## config.mk

```make
export PLATFORM = sky130hd
export DESIGN_NAME = serialOutSeq
export DESIGN_NICKNAME = d
export VERILOG_FILES = /design/src/rtl/serialOutSeqPkg.sv /design/src/rtl/serialOutSeqCtrl.sv /design/src/rtl/serialOutSeqData.sv /design/src/rtl/serialOutSeq.sv
export SDC_FILE = /design/constraint.sdc
export NUM_CORES = 1
export LEC_CHECK = 0
export ABC_AREA = 1
export ABC_CLOCK_PERIOD_IN_PS = 1600
export CAP_MARGIN = 20
export CORE_MARGIN = 2
export CORE_UTILIZATION = 31
export DETAILED_ROUTE_END_ITERATION = 16
export DONT_BUFFER_PORTS = 1
export GPL_TIMING_DRIVEN = 0
export PLACE_DENSITY = 0.45
export SYNTH_ARGS = -nofsm -noshare
export SYNTH_HDL_FRONTEND = slang
export SYNTH_SLANG_ARGS = --single-unit
```

## constraint.sdc

```tcl
create_clock -name clk -period 1.6 [get_ports clk]
set_clock_uncertainty 0.05 [all_clocks]
set_input_delay 0.24 -clock clk [delete_from_list [all_inputs] [get_ports clk]]
set_output_delay 0.24 -clock clk [all_outputs]
set_load 0.02 [all_outputs]
```

## src/rtl/serialOutSeqPkg.sv

```systemverilog
package serialOutSeqPkg;

  typedef enum logic [1:0] {
    PH_CONV  = 2'd0,
    PH_SLEEP = 2'd1,
    PH_OUT   = 2'd2
  } phase_t;

  typedef struct packed {
    logic enterConv;
    logic enterSleep;
    logic loadFrame;
    logic riseSck;
    logic fallSck;
  } seqStrobe_t;

endpackage

```

## src/rtl/serialOutSeqCtrl.sv

```systemverilog
module serialOutSeqCtrl
  import serialOutSeqPkg::*;
#(
  parameter int WORD_W    = 32,
  parameter int SCK_HALF  = 2,
  parameter int SLEEP_CYC = 50,
  parameter int EDGE_MIN  = 5,
  localparam int EW = $clog2(WORD_W + 1),
  localparam int HW = (SCK_HALF > 1) ? $clog2(SCK_HALF) : 1,
  localparam int SW = (SLEEP_CYC > 1) ? $clog2(SLEEP_CYC) : 1
) (
  input  logic          clk,
  input  logic          rstN,
  input  logic          convDone,
  input  logic          csIn,
  input  logic          intClkSel,
  input  logic          sckLvl,
  output seqStrobe_t    stb,
  output logic          busy,
  output logic          setOverride,
  output logic [EW-1:0] setEdges
);

  localparam logic [HW-1:0] HALF_RELOAD  = HW'(SCK_HALF - 1);
  localparam logic [SW-1:0] SLEEP_RELOAD = SW'(SLEEP_CYC - 1);
  localparam logic [EW-1:0] LAST_EDGE    = EW'(WORD_W);
  localparam logic [EW-1:0] MIN_EDGE     = EW'(EDGE_MIN);

  phase_t        state;
  logic [HW-1:0] halfCnt;
  logic [SW-1:0] sleepCnt;
  logic [EW-1:0] edgeCnt;
  logic          csPrev;
  logic          csRise;
  logic          abortHit;
  logic          halfDone;

  assign csRise   = csIn & ~csPrev;
  assign abortHit = (state == PH_OUT) && csRise && (edgeCnt != '0);
  assign halfDone = (halfCnt == '0);
  assign busy     = (state == PH_CONV);

  always_comb begin
    stb = '0;
    unique case (state)
      PH_CONV:  stb.enterSleep = convDone;
      PH_SLEEP: stb.loadFrame  = (sleepCnt == '0) && intClkSel;
      PH_OUT: begin
        if (abortHit) begin
          stb.enterConv = 1'b1;
        end else if (halfDone) begin
          if (!sckLvl)                    stb.riseSck   = 1'b1;
          else if (edgeCnt == LAST_EDGE)  stb.enterConv = 1'b1;
          else                            stb.fallSck   = 1'b1;
        end
      end
      default: stb = '0;
    endcase
  end

  always_ff @(posedge clk or negedge rstN) begin
    if (!rstN) begin
      state       <= PH_CONV;
      halfCnt     <= HALF_RELOAD;
      sleepCnt    <= SLEEP_RELOAD;
      edgeCnt     <= '0;
      csPrev      <= 1'b1;
      setOverride <= 1'b0;
      setEdges    <= '0;
    end else begin
      csPrev <= csIn;
      unique case (state)
        PH_CONV: begin
          if (stb.enterSleep) begin
            state    <= PH_SLEEP;
            sleepCnt <= SLEEP_RELOAD;
          end
        end
        PH_SLEEP: begin
          if (sleepCnt != '0) begin
            sleepCnt <= sleepCnt - 1'b1;
          end else if (stb.loadFrame) begin
            state   <= PH_OUT;
            halfCnt <= HALF_RELOAD;
            edgeCnt <= '0;
          end
        end
        PH_OUT: begin
          if (abortHit) begin
            state       <= PH_CONV;
            setOverride <= (edgeCnt < MIN_EDGE);
            setEdges    <= (edgeCnt < MIN_EDGE) ? edgeCnt : '0;
          end else if (halfDone) begin
            halfCnt <= HALF_RELOAD;
            if (stb.riseSck) edgeCnt <= edgeCnt + 1'b1;
            if (stb.enterConv) begin
              state       <= PH_CONV;
              setOverride <= 1'b0;
              setEdges    <= '0;
            end
          end else begin
            halfCnt <= halfCnt - 1'b1;
          end
        end
        default: state <= PH_CONV;
      endcase
    end
  end

  p_edge_bound_r4: assert property (@(posedge clk) disable iff (!rstN)
    edgeCnt <= LAST_EDGE);

  p_abort_restart_r7: assert property (@(posedge clk) disable iff (!rstN)
    (state == PH_OUT && csRise && edgeCnt != '0) |=> (state == PH_CONV));

  p_hold_sleep_r9: assert property (@(posedge clk) disable iff (!rstN)
    (state == PH_SLEEP && !intClkSel) |=> (state == PH_SLEEP));

  p_done_ignored_r10: assert property (@(posedge clk) disable iff (!rstN)
    (state == PH_SLEEP && convDone) |=> (state != PH_CONV));

  p_override_range_r8: assert property (@(posedge clk) disable iff (!rstN)
    setOverride |-> (setEdges != '0 && setEdges < MIN_EDGE));

endmodule

```

## src/rtl/serialOutSeqData.sv

```systemverilog
module serialOutSeqData
  import serialOutSeqPkg::*;
#(
  parameter int WORD_W = 32
) (
  input  logic              clk,
  input  logic              rstN,
  input  seqStrobe_t        stb,
  input  logic [WORD_W-1:0] resultWord,
  output logic              sckLvl,
  output logic              sdoLvl
);

  logic [WORD_W-1:0] shReg;

  always_ff @(posedge clk or negedge rstN) begin
    if (!rstN) begin
      sckLvl <= 1'b1;
      sdoLvl <= 1'b1;
      shReg  <= '0;
    end else begin
      if (stb.enterConv) begin
        sckLvl <= 1'b1;
        sdoLvl <= 1'b1;
      end
      if (stb.enterSleep) begin
        sckLvl <= 1'b0;
        sdoLvl <= 1'b0;
      end
      if (stb.loadFrame) begin
        shReg  <= {1'b0, resultWord[WORD_W-2:0]};
        sdoLvl <= 1'b0;
      end
      if (stb.riseSck) sckLvl <= 1'b1;
      if (stb.fallSck) begin
        sckLvl <= 1'b0;
        shReg  <= {shReg[WORD_W-2:0], 1'b0};
        sdoLvl <= shReg[WORD_W-2];
      end
    end
  end

  p_sdo_hold_high_r5: assert property (@(posedge clk) disable iff (!rstN)
    (sckLvl && $past(sckLvl) && !$past(stb.enterConv)) |-> $stable(sdoLvl));

endmodule

```

## src/rtl/serialOutSeq.sv

```systemverilog
module serialOutSeq
  import serialOutSeqPkg::*;
#(
  parameter int WORD_W    = 32,
  parameter int SCK_HALF  = 2,
  parameter int SLEEP_CYC = 50,
  parameter int EDGE_MIN  = 5
) (
  input  logic                       clk,
  input  logic                       rstN,
  input  logic                       convDone,
  input  logic [WORD_W-1:0]          resultWord,
  input  logic                       csIn,
  input  logic                       intClkSel,
  output logic                       sckOut,
  output logic                       sdoOut,
  output logic                       sdoOe,
  output logic                       busyOut,
  output logic                       setOverride,
  output logic [$clog2(WORD_W+1)-1:0] setEdges
);

  seqStrobe_t stb;
  logic       sckLvl;
  logic       sdoLvl;

  serialOutSeqCtrl #(
    .WORD_W(WORD_W), .SCK_HALF(SCK_HALF),
    .SLEEP_CYC(SLEEP_CYC), .EDGE_MIN(EDGE_MIN)
  ) ctrl (
    .clk(clk), .rstN(rstN), .convDone(convDone), .csIn(csIn),
    .intClkSel(intClkSel), .sckLvl(sckLvl), .stb(stb), .busy(busyOut),
    .setOverride(setOverride), .setEdges(setEdges)
  );

  serialOutSeqData #(.WORD_W(WORD_W)) data (
    .clk(clk), .rstN(rstN), .stb(stb), .resultWord(resultWord),
    .sckLvl(sckLvl), .sdoLvl(sdoLvl)
  );

  assign sckOut = sckLvl;
  assign sdoOut = sdoLvl;
  assign sdoOe  = ~csIn;

  p_conv_levels_r1: assert property (@(posedge clk) disable iff (!rstN)
    busyOut |-> (sckOut && sdoOut));

  p_sleep_low_r2: assert property (@(posedge clk) disable iff (!rstN)
    (busyOut && convDone) |=> (!busyOut && !sckOut && !sdoOut));

endmodule

```

==> flow_metrics.tcl, run 1 <==
set metrics [dict create \
    outcome "completed" \
    slew_headroom_pct 79.3 \
    worstMarginPinSlew_ns 0.310 \
    vias 2303 \
    clk_pin_slew_ns 0.11 \
    antenna_left 0 \
    yosysMostFrequentCell "nand2_1" \
    cpPeakStageDelay_ns 0.64 \
    die_w_um 99.2 \
    synth_top_cell_area_share_pct 43.6 \
    totalWireLength_um 6540 \
    drive_gt1_share_pct 25.5 \
    internal-power_mw 2.78 \
    path_class "reg -> reg" \
    finalCritPeriodShare_pct 99.7 \
    crit_end "data.shReg[28]" \
    fp-row-count 34 \
    clkPwrFrac_pct 19.7 \
    worst_ep_arrival_time_ns 1.74 \
    end_kind "flip-flop" \
    p_comb_share_pct 27.9 \
    cts_root_buf "clkbuf_8" \
    seq_area_frac_synth_pct 50.2 \
    setup_viol 0 \
    cts_max_path_buffers 2 \
    clk_latency_ns 0.31 \
    grt_pass1_wl_um 11100 \
    avgSynthCellArea_um2 8.32 \
    dieArea_um2 9850 \
    p_seq_share_pct 52.5 \
    crit_path_top_delay_cell "dfstp_2" \
    drc 0 \
    grt_pass1_vias 2222 \
    nets 409 \
    period_minus_slack_ns 1.59 \
    clock-sinks 56 \
    cts_tree "done" \
    timing.rr.start "data.sckLvl" \
    rrSetupSlack_ns 0.005 \
    fillCellCount 923 \
    synth-async-reset-ratio_pct 100 \
    yosysWarnings 0 \
    synth_edf_count 0 \
    ys.flop_type "dfrtp_1" \
    cap_viol_max_count 0 \
    port_buffers 0 \
    crit_chain "inv_2 > nor2_4 > inv_2 > nor2_4 > nand3_4 > buf_6 > nand3_1 > nand3_1" \
    final_util_pct 39.9 \
    place.gp.congestion 0.743 \
    area_growth_pct 24.3 \
    rr_worst_depth 8 \
    drtIter0Drc 90 \
    die_y_um 99.2 \
    required_ns 1.74 \
    synth_common_cells "nand2_1 (101), nand3_1 (77), dfrtp_1 (49), nor2_1 (22), inv_1 (17)" \
    start_util_pct 32.1 \
    switching_share_pct 34.4 \
    finalPower_mw 4.24 \
    htree_levels 2 \
    yosys.cell_types.count 29 \
    synth_top_cell_by_area "dfrtp_1" \
    cp-start-kind "flip-flop" \
    min_path_type "in -> reg" \
    vias_per_cell 4.83 \
    grt_max_degree 57 \
    p_leak_nw 1.68 \
    grt-ovfl-total 0 \
    pin_count 48 \
    cts_made_buffers 5 \
    syn_area_um2 2810 \
    switchingPower_mw 1.46 \
    power_density_nw_per_um2 1210 \
    dr.pass1.iters 4 \
    synth_nets 379 \
    antenna_found_initial 0 \
    ys_seq_elements 56 \
    irDropWorstVdd_mv 0.402 \
    coreArea_um2 8760 \
    syn_inst 338 \
    grt_setup_unrepaired "yes" \
    ys_top_cells_by_area "dfrtp_1 (44%), nand3_1 (14%), nand2_1 (13%), dfstp_2 (6.5%), nor2_1 (2.9%)" \
    critical_path.startpoint "data.sckLvl" \
    grt_use_total_pct 13.9 \
    slew_viol_final 0 \
    fmax_ghz 0.627 \
    diodes 0 \
    hpwl_um 4370 \
    crit_path_max_fanout 10 \
    wl_per_cell_um 13.7 \
    finalHoldViolCount 0 \
    worstReg2RegEnd "data.shReg[28]" \
]
## cell type report
cell class | instances | area, um^2 | share of cell area [%]
flip-flops and latches | 56 | 1410 | 40.4
multi-input cells | 249 | 1410 | 40.2
repair buffers | 22 | 231 | 6.62
plain buffers | 13 | 135 | 3.87
well taps | 108 | 135 | 3.87
clock buffers | 7 | 86.3 | 2.47
inverters | 21 | 81.3 | 2.33
clock inverters | 1 | 7.51 | 0.215
## per-stage QoR
stage | worst slack [ns] | instances | cell area, um^2 | TNS, ns | hold WS [ns]
final | 0.00501 | 477 | 3500 | 0 | 0.00586
after global routing | -0.103 | 477 | 3500 | -2.23 | 0.00224
after CTS | -0.000144 | 465 | 3210 | -0.000144 | -0.456
after detailed placement | -0.204 | 446 | 2950 | -6.40 | -0.103
after global placement | -0.181 | 446 | 2950 | -6.80 | -0.103
after floorplan | 0.0499 | 338 | 2810 | 0 | -0.106
## cell families (layout without fill, tap and decap cells)
| group | Yosys count | after routing | synth area share (%) |
|---|---|---|---|
| AOI/OAI and AO/OA | 18 | 18 | 3.65 |
| xor gates and xnor gates | 4 | 4 | 1.25 |
| adders and majority gates | 4 | 4 | 1.78 |
| buffers and inverters | 34 | 64 | 6.54 |
| DFF | 56 | 56 | 50.2 |
| and+or+nand+nor | 222 | 223 | 36.6 |
## per-layer routing
layer	track usage, %	vias to the layer above	wire length [um]
li1	-	1168	-
met1	19.4	1094	3160
met2	21.7	37	3060
met3	3.02	4	251
met4	3.79	0	62
met5	0	-	0
## power groups by stage
stage | Combinational, mW | Sequential (mW) | Clock, mW
2_1_floorplan | 0.789 | 2.14 | 0
3_3_place_gp | 0.916 | 2.20 | 0
3_5_place_dp | 0.937 | 2.20 | 0
4_1_cts | 1.00 | 2.19 | 0.881
5_1_grt | 1.38 | 2.29 | 0.930
6_report | 1.18 | 2.22 | 0.834
## repair_timing
| item | 4_1_cts | 5_1_grt |
|---|---|---|
| buffers inserted | 4 | 6 |
| setup endpoints to repair | 53 | 49 |
| endpoints found under the hold margin | 63 | 58 |
| resized for setup | 21 | 38 |
| gates cloned | 0 | 2 |
| pin swaps | 3 | 10 |
| hold buffers | 7 | 4 |
## state kept, by name (all words and copies together) (netlist names)
name,count
ctrl.csPrev,1
ctrl.edgeCnt,6
ctrl.state,2
ctrl.setEdges,6
ctrl.halfCnt,1
data.sckLvl,1
ctrl.setOverride,1
data.sdoLvl,1
data.shReg,31
ctrl.sleepCnt,6
## worst min path at each step
stage,start,to,depth (start not counted)
2_1_floorplan,rstN,ctrl.edgeCnt[0],0
4_1_cts,rstN,ctrl.setEdges[2],0
3_3_place_gp,rstN,ctrl.setEdges[1],0
6_report,resultWord[3],data.shReg[3],2
5_1_grt,resultWord[10],data.shReg[10],2
3_5_place_dp,rstN,ctrl.setEdges[2],0
## worst max-delay path, delay by kind of cell, from the launching register on
family	cells	cell delay [ns]
and+or+nand+nor	5	0.50
DFF	1	0.64
buffers and inverters	3	0.30
## layout by cell type, fill, tap and decap left out, types with 2 or more instances in the layout
master	n
dlygate4sd3_1	10
clkbuf_8	6
dfrtp_2	3
nand2_1	94
nand3_1	65
nor2_2	2
nand2_4	6
ha_1	2
nand4_1	4
nor2_1	19
a21oi_1	2
inv_2	9
buf_6	9
nand2_2	7
nand3_2	13
nor2_4	8
o21ai_0	12
dfrtp_1	46
xor2_1	3
inv_1	11
ha_4	2
dfstp_2	7
buf_4	13
(Power assumes the default switching activity.)
==> run 2: changes to the inputs <==
CELL_PAD_IN_SITES_DETAIL_PLACEMENT = 0   (was unset)
CELL_PAD_IN_SITES_GLOBAL_PLACEMENT = 2   (was unset)
PLACE_DENSITY = 0.69   (was 0.45)
==> run 2 against run 1 <==
Largest cell class is now multi-input gates. Register-to-register slack about the same. Core utilization up 3.8 points. Final cell count up 1.3%. The flow now finishes with violations (hold timing). Sequential share of layout area down 3.5 points. Sequential cell count unchanged. Non-clock buffer count up 5. Via count up 3.4%. Maximum frequency up 0.50%. Clock power down 0.8%. Critical endpoint is now data.shReg[17]. Sequential power up 2%. Critical path depth unchanged.
==> flow_metrics.tcl, run 2 (same netlist as run 1, synthesis figures left out) <==
set metrics [dict create \
    outcome "finished with violations" \
    violations "hold timing" \
    slew_viol_final 0 \
    die_y_um 99.2 \
    largest_register_ffs 31 \
    hpwl_um 4530 \
    drc 0 \
    final_cell_mix "nand2_1 (92), nand3_2 (64), dfrtp_1 (48)" \
    final_cells 483 \
    wl_per_cell_um 15.1 \
    dpl.cell_count 446 \
    antenna_left 0 \
    cap_viol_max_count 0 \
    cts_made_buffers 5 \
    slew_headroom_pct 79.9 \
    vias 2381 \
    irDropWorstVdd_mv 0.742 \
    grt-ovfl-total 0 \
    worstMarginPinSlew_ns 0.301 \
    required_ns 1.76 \
    power_density_nw_per_um2 1210 \
    layout_commonest_cell "nand2_1" \
    clock-sinks 56 \
    finalInstanceArea_um2 3820 \
    setup_viol 0 \
    cp-start-kind "flip-flop" \
    area_growth_pct 36.0 \
    grt_max_degree 57 \
    start_util_pct 32.1 \
    coreArea_um2 8760 \
    crit_chain "inv_2 > nor2_4 > inv_2 > nor2_4 > nand3_4 > buf_6 > nand3_1 > nand3_1" \
    finalHoldViolCount 1 \
    path_class "reg -> reg" \
    dr.pass1.iters 4 \
    cp_top_family "flip-flops" \
    grt_use_total_pct 14.6 \
    fp-row-count 34 \
    pre_cts_ws_ns -0.235 \
    crit_path_max_fanout 7 \
    diodes 0 \
    multi_input_comb_area_um2 1690 \
    post-route-worst-setup-slack_ns 0.0130 \
    grt_pass1_wl_um 11600 \
    place.gp.congestion 0.713 \
    cts_max_path_buffers 2 \
    period_minus_slack_ns 1.59 \
    clk_pin_slew_ns 0.10 \
    cts_tree "done" \
    vias_per_cell 4.93 \
    cpPeakStageDelay_ns 0.63 \
    pin_count 48 \
    holdWs_ns -0.00441 \
    finalCritPeriodShare_pct 99.2 \
    port_buffers 0 \
    cts_root_buf "clkbuf_8" \
    htree_levels 2 \
    grt_pass1_vias 2410 \
    crit_path_top_delay_cell "dfstp_2" \
    min_path_type "in -> reg" \
    die_w_um 99.2 \
    fmax_ghz 0.630 \
    critPathBufInv 3 \
    end_kind "flip-flop" \
    clk_latency_ns 0.31 \
    finalPower_mw 4.61 \
    worst_ep_arrival_time_ns 1.74 \
    regArea_um2 1410 \
    drive_gt1_share_pct 42.4 \
    top_register "data.shReg" \
    nets 415 \
    grt_setup_unrepaired "yes" \
    fillCellCount 869 \
    p_leak_nw 1.91 \
    dieArea_um2 9850 \
    antenna_found_initial 0 \
    drtIter0Drc 71 \
    totalWireLength_um 7300 \
    place_area_um2 2950 \
]
## run 2: final cells by class
cell class / instances / area share, %
Buffer: 13 / 3.53
Clock buffer: 6 / 2.16
Sequential cell: 56 / 36.9
Timing Repair Buffer: 27 / 7.26
Multi-Input combinational cell: 250 / 44.2
Inverter: 21 / 2.13
Tap cell: 108 / 3.53
Clock inverter: 2 / 0.262
## run 2: worst paths after layout
| path | start | end | slack [ns] | cells after the start |
|---|---|---|---|---|
| max | data.sckLvl | data.shReg[17] | 0.01 | 8 |
| min | resultWord[20] | data.shReg[20] | -0.004 | 2 |
| max reg2reg | data.sckLvl | data.shReg[17] | 0.01 | 8 |
| min reg2reg | data.shReg[30] | data.sdoLvl | 0.46 | 2 |
| max in group asynchronous | rstN | ctrl.csPrev | 0.81 | 2 |
| min in group asynchronous | rstN | ctrl.sleepCnt[1] | 0.39 | 2 |
## run 2: timing repair
item,in CTS,in global routing
gates cloned,5,3
pin swaps,9,21
endpoints found under the hold margin,57,57
setup endpoints to repair,54,45
hold buffers,1,3
setup buffers,12,5
gates resized for setup,71,53
## run 2: where the power goes
group / switching [mW] / internal [mW]
registers: 0.362 / 1.91
logic: 0.798 / 0.717
clock network: 0.479 / 0.348
## run 2: through the flow
stage                     setup TNS, ns  hold WS, ns  util (%)
after CTS                       -0.0872       -0.452      39.5
after global routing              -2.39    -0.000993      43.6
after global placement            -6.69       -0.104      33.6
final                                 0     -0.00441      43.6
after floorplan                       0       -0.106         -
after detailed placement          -8.58       -0.104      33.6
## run 2: per-layer routing
layer	track usage, %	wire length [um]	vias to the layer above
li1	-	-	1185
met1	19.0	3460	1167
met2	25.3	3600	24
met3	3.09	178	5
met4	3.16	57	0
met5	0	0	-
==> run 3: changes to the inputs <==
ABC_AREA = unset   (was 1)
BUFFER_PORTS_ARGS = -buffer_cell sky130_fd_sc_hd__buf_4   (was unset)
DONT_BUFFER_PORTS = unset   (was 1)
PLACE_DENSITY = 0.71   (was 0.69)
==> run 3 against run 2 <==
The run ends with setup timing left. Power shrank 1.3%. Sequential cell count did not move. Maximum frequency shrank 28%. Count of clock-buffer cells in the layout unchanged. First-iteration DRC count fell by 5.6%. Highest routed layer unchanged. Area after synthesis shrank 3.6%. Critical endpoint is now data.shReg[26]. Clock power increased by 2.5%. Hold slack improved by 0.076 ns. Setup slack worse by 0.61 ns. Core utilization grew 0.70 points. Global-route usage is 0.17 points higher. Synthesized cell count shrank 29%.
==> flow_metrics.tcl, run 3 <==
set metrics [dict create \
    outcome "finished with violations" \
    violations "setup timing" \
    syn_inst 240 \
    post-route-worst-setup-slack_ns -0.594 \
    grt_pass1_wl_um 11600 \
    cp-start-kind "flip-flop" \
    clock-sinks 56 \
    timing.rr.start "ctrl.edgeCnt[1]" \
    coreArea_um2 8590 \
    p_comb_share_pct 34.6 \
    vias 2240 \
    grt_use_total_pct 14.8 \
    p_leak_nw 1.85 \
    die_y_um 97.5 \
    avgSynthCellArea_um2 11.3 \
    synth_top_cell_by_area "dfrtp_1" \
    layout_commonest_cell "buf_4" \
    synth_nets 281 \
    end_kind "flip-flop" \
    cap_viol_max_count 0 \
    worst_ep_arrival_time_ns 2.36 \
    dieArea_um2 9510 \
    irDropWorstVdd_mv 0.423 \
    finalCritPeriodShare_pct 137 \
    finalHoldViolCount 0 \
    cts_made_buffers 5 \
    fmax_ghz 0.456 \
    start_util_pct 31.6 \
    htree_levels 2 \
    worstReg2RegEnd "data.shReg[26]" \
    cts_root_buf "clkbuf_8" \
    antenna_left 0 \
    wl_per_cell_um 16.1 \
    synth_edf_count 0 \
    hold_depth 2 \
    power_density_nw_per_um2 1190 \
    cts_tree "done" \
    place.gp.congestion 0.744 \
    synth-async-reset-ratio_pct 100 \
    slew_viol_final 0 \
    internal-power_mw 3.10 \
    cpPeakStageDelay_ns 0.49 \
    clkPwrFrac_pct 18.6 \
    slew_headroom_pct 50.8 \
    largest_register_ffs 31 \
    yosysWarnings 0 \
    rrSetupSlack_ns -0.59 \
    crit_path_max_fanout 5 \
    grt_pass1_vias 2282 \
    p_seq_share_pct 46.8 \
    min_to "ctrl.state[0]" \
    pin_count 48 \
    hpwl_um 4260 \
    switchingPower_mw 1.45 \
    drc 0 \
    top_register "data.shReg" \
    period_minus_slack_ns 2.19 \
    final_util_pct 44.4 \
    syn_area_um2 2710 \
    synth_common_cells "dfrtp_1 (49), a221o_1 (30), and3_1 (30), nand2_1 (12), nor2_1 (10)" \
    required_ns 1.76 \
    ys.flop_type "dfrtp_1" \
    area_growth_pct 40.6 \
    min_path_type "in -> reg" \
    switching_share_pct 31.9 \
    worstMarginPinSlew_ns 0.738 \
    tns_ns -27.35 \
    grt_max_degree 57 \
    crit_chain "inv_2 > ha_4 > or4b_4 > mux2i_4 > buf_6 > clkbuf_16 > and3_4 > a221o_1" \
    nets 362 \
    yosys.cell_types.count 46 \
    setup_viol 55 \
    grt-ovfl-total 0 \
    port_buffers 46 \
    drtIter0Drc 67 \
    dr.pass1.iters 4 \
    rr_worst_depth 8 \
    drive_gt1_share_pct 45.3 \
    antenna_found_initial 0 \
    path_class "reg -> reg" \
    clk_pin_slew_ns 0.11 \
    fp-row-count 34 \
    die_w_um 97.5 \
    crit_path_top_delay_cell "or4b_4" \
    ys_top_cells_by_area "dfrtp_1 (45%), a221o_1 (11%), and3_1 (6.9%), dfstp_2 (6.8%), ha_1 (1.8%)" \
    synth_top_cell_area_share_pct 45.2 \
    ys_seq_elements 56 \
    vias_per_cell 5.21 \
    place_area_um2 3280 \
    yosysMostFrequentCell "dfrtp_1" \
    final_cell_mix "buf_4 (62), dfrtp_1 (48), a221o_1 (30)" \
    diodes 0 \
    finalInstanceArea_um2 3810 \
    seq_area_frac_synth_pct 52.0 \
    clk_latency_ns 0.31 \
    cts_max_path_buffers 2 \
    fillCellCount 843 \
    totalWireLength_um 6930 \
    pre_cts_ws_ns -0.750 \
    worstHoldStart "intClkSel" \
    grt_setup_unrepaired "yes" \
    finalPower_mw 4.55 \
]
==> run 3: changes by cell type after synthesis, sizes merged, moves of 6 or more <==
cell    change
nand2b      +6
nand3      -76
nor2       -20
inv        -14
and3       +30
nand2      -94
o21ai       -7
clkbuf      +8
a221o      +30
==> run 3: per-stage QoR <==
stage	std cells	hold WS, ns
floorplan	240	-0.106
global placement	394	0.305
detailed placement	394	0.307
CTS	426	0.0669
global route	430	0.0599
finish	430	0.0716
==> run 3: kinds of logic (layout without fill, tap and decap cells) <==
| group | after synthesis | count (layout) | synth area share (%) |
|---|---|---|---|
| compound gates | 63 | 63 | 19.2 |
| mux | 5 | 5 | 2.35 |
| xor+xnor | 4 | 4 | 1.29 |
| simple gates | 84 | 84 | 18.5 |
| flops | 56 | 56 | 52.0 |
| buf+inv | 24 | 106 | 4.75 |
| fa+ha+maj | 4 | 4 | 1.85 |
==> run 3: worst max path at each step <==
stage,to,slack [ns],start
final,data.shReg[26],-0.59,ctrl.edgeCnt[1]
after global placement,data.shReg[16],-0.75,ctrl.edgeCnt[0]
after global routing,data.shReg[26],-0.66,ctrl.edgeCnt[1]
after CTS,data.shReg[16],-0.65,ctrl.edgeCnt[0]
after floorplan,data.shReg[1],-0.54,ctrl.edgeCnt[0]
after detailed placement,data.shReg[29],-0.75,ctrl.edgeCnt[1]
==> run 3: worst max-delay path, delay by kind of cell (launching register included) <==
| family | cells | cell delay (ns) |
|---|---|---|
| compound gates | 1 | 0.25 |
| fa+ha+maj | 1 | 0.13 |
| buf+inv | 3 | 0.40 |
| flops | 1 | 0.40 |
| mux | 1 | 0.24 |
| simple gates | 2 | 0.62 |
==> run 3: routing by layer <==
layer	global-route usage (%)	wire (um)
met1	21.8	3420
met2	22.5	3230
met3	2.88	227
met4	3.53	51
met5	0	0
==> run 3: timing repair <==
item / in CTS / in global routing
resized for setup: 41 / 15
endpoints found under the setup margin: 55 / 56
hold endpoints to repair: 50 / 0
hold buffers: 2 / 0
pin swaps: 17 / 7
cloned: 3 / 1
setup buffers: 22 / 4
==> run 3: power groups by stage <==
stage | sequential, mW | clock [mW] | combinational [mW]
after floorplan | 2.07 | 0 | 0.859
after global placement | 2.14 | 0 | 1.11
after detailed placement | 2.14 | 0 | 1.13
after CTS | 2.12 | 0.877 | 1.46
after global routing | 2.19 | 0.937 | 1.73
final | 2.13 | 0.848 | 1.57
==> run 3: area by class of cell <==
class	instances	area, um^2	area share [%]
multi-input cells	160	1380	36.2
flip-flops and latches	56	1410	37.0
inverters	7	26.3	0.689
well taps	108	135	3.55
clock buffers	6	82.6	2.17
plain buffers	14	104	2.72
clock inverters	2	13.8	0.361
repair buffers	77	658	17.3
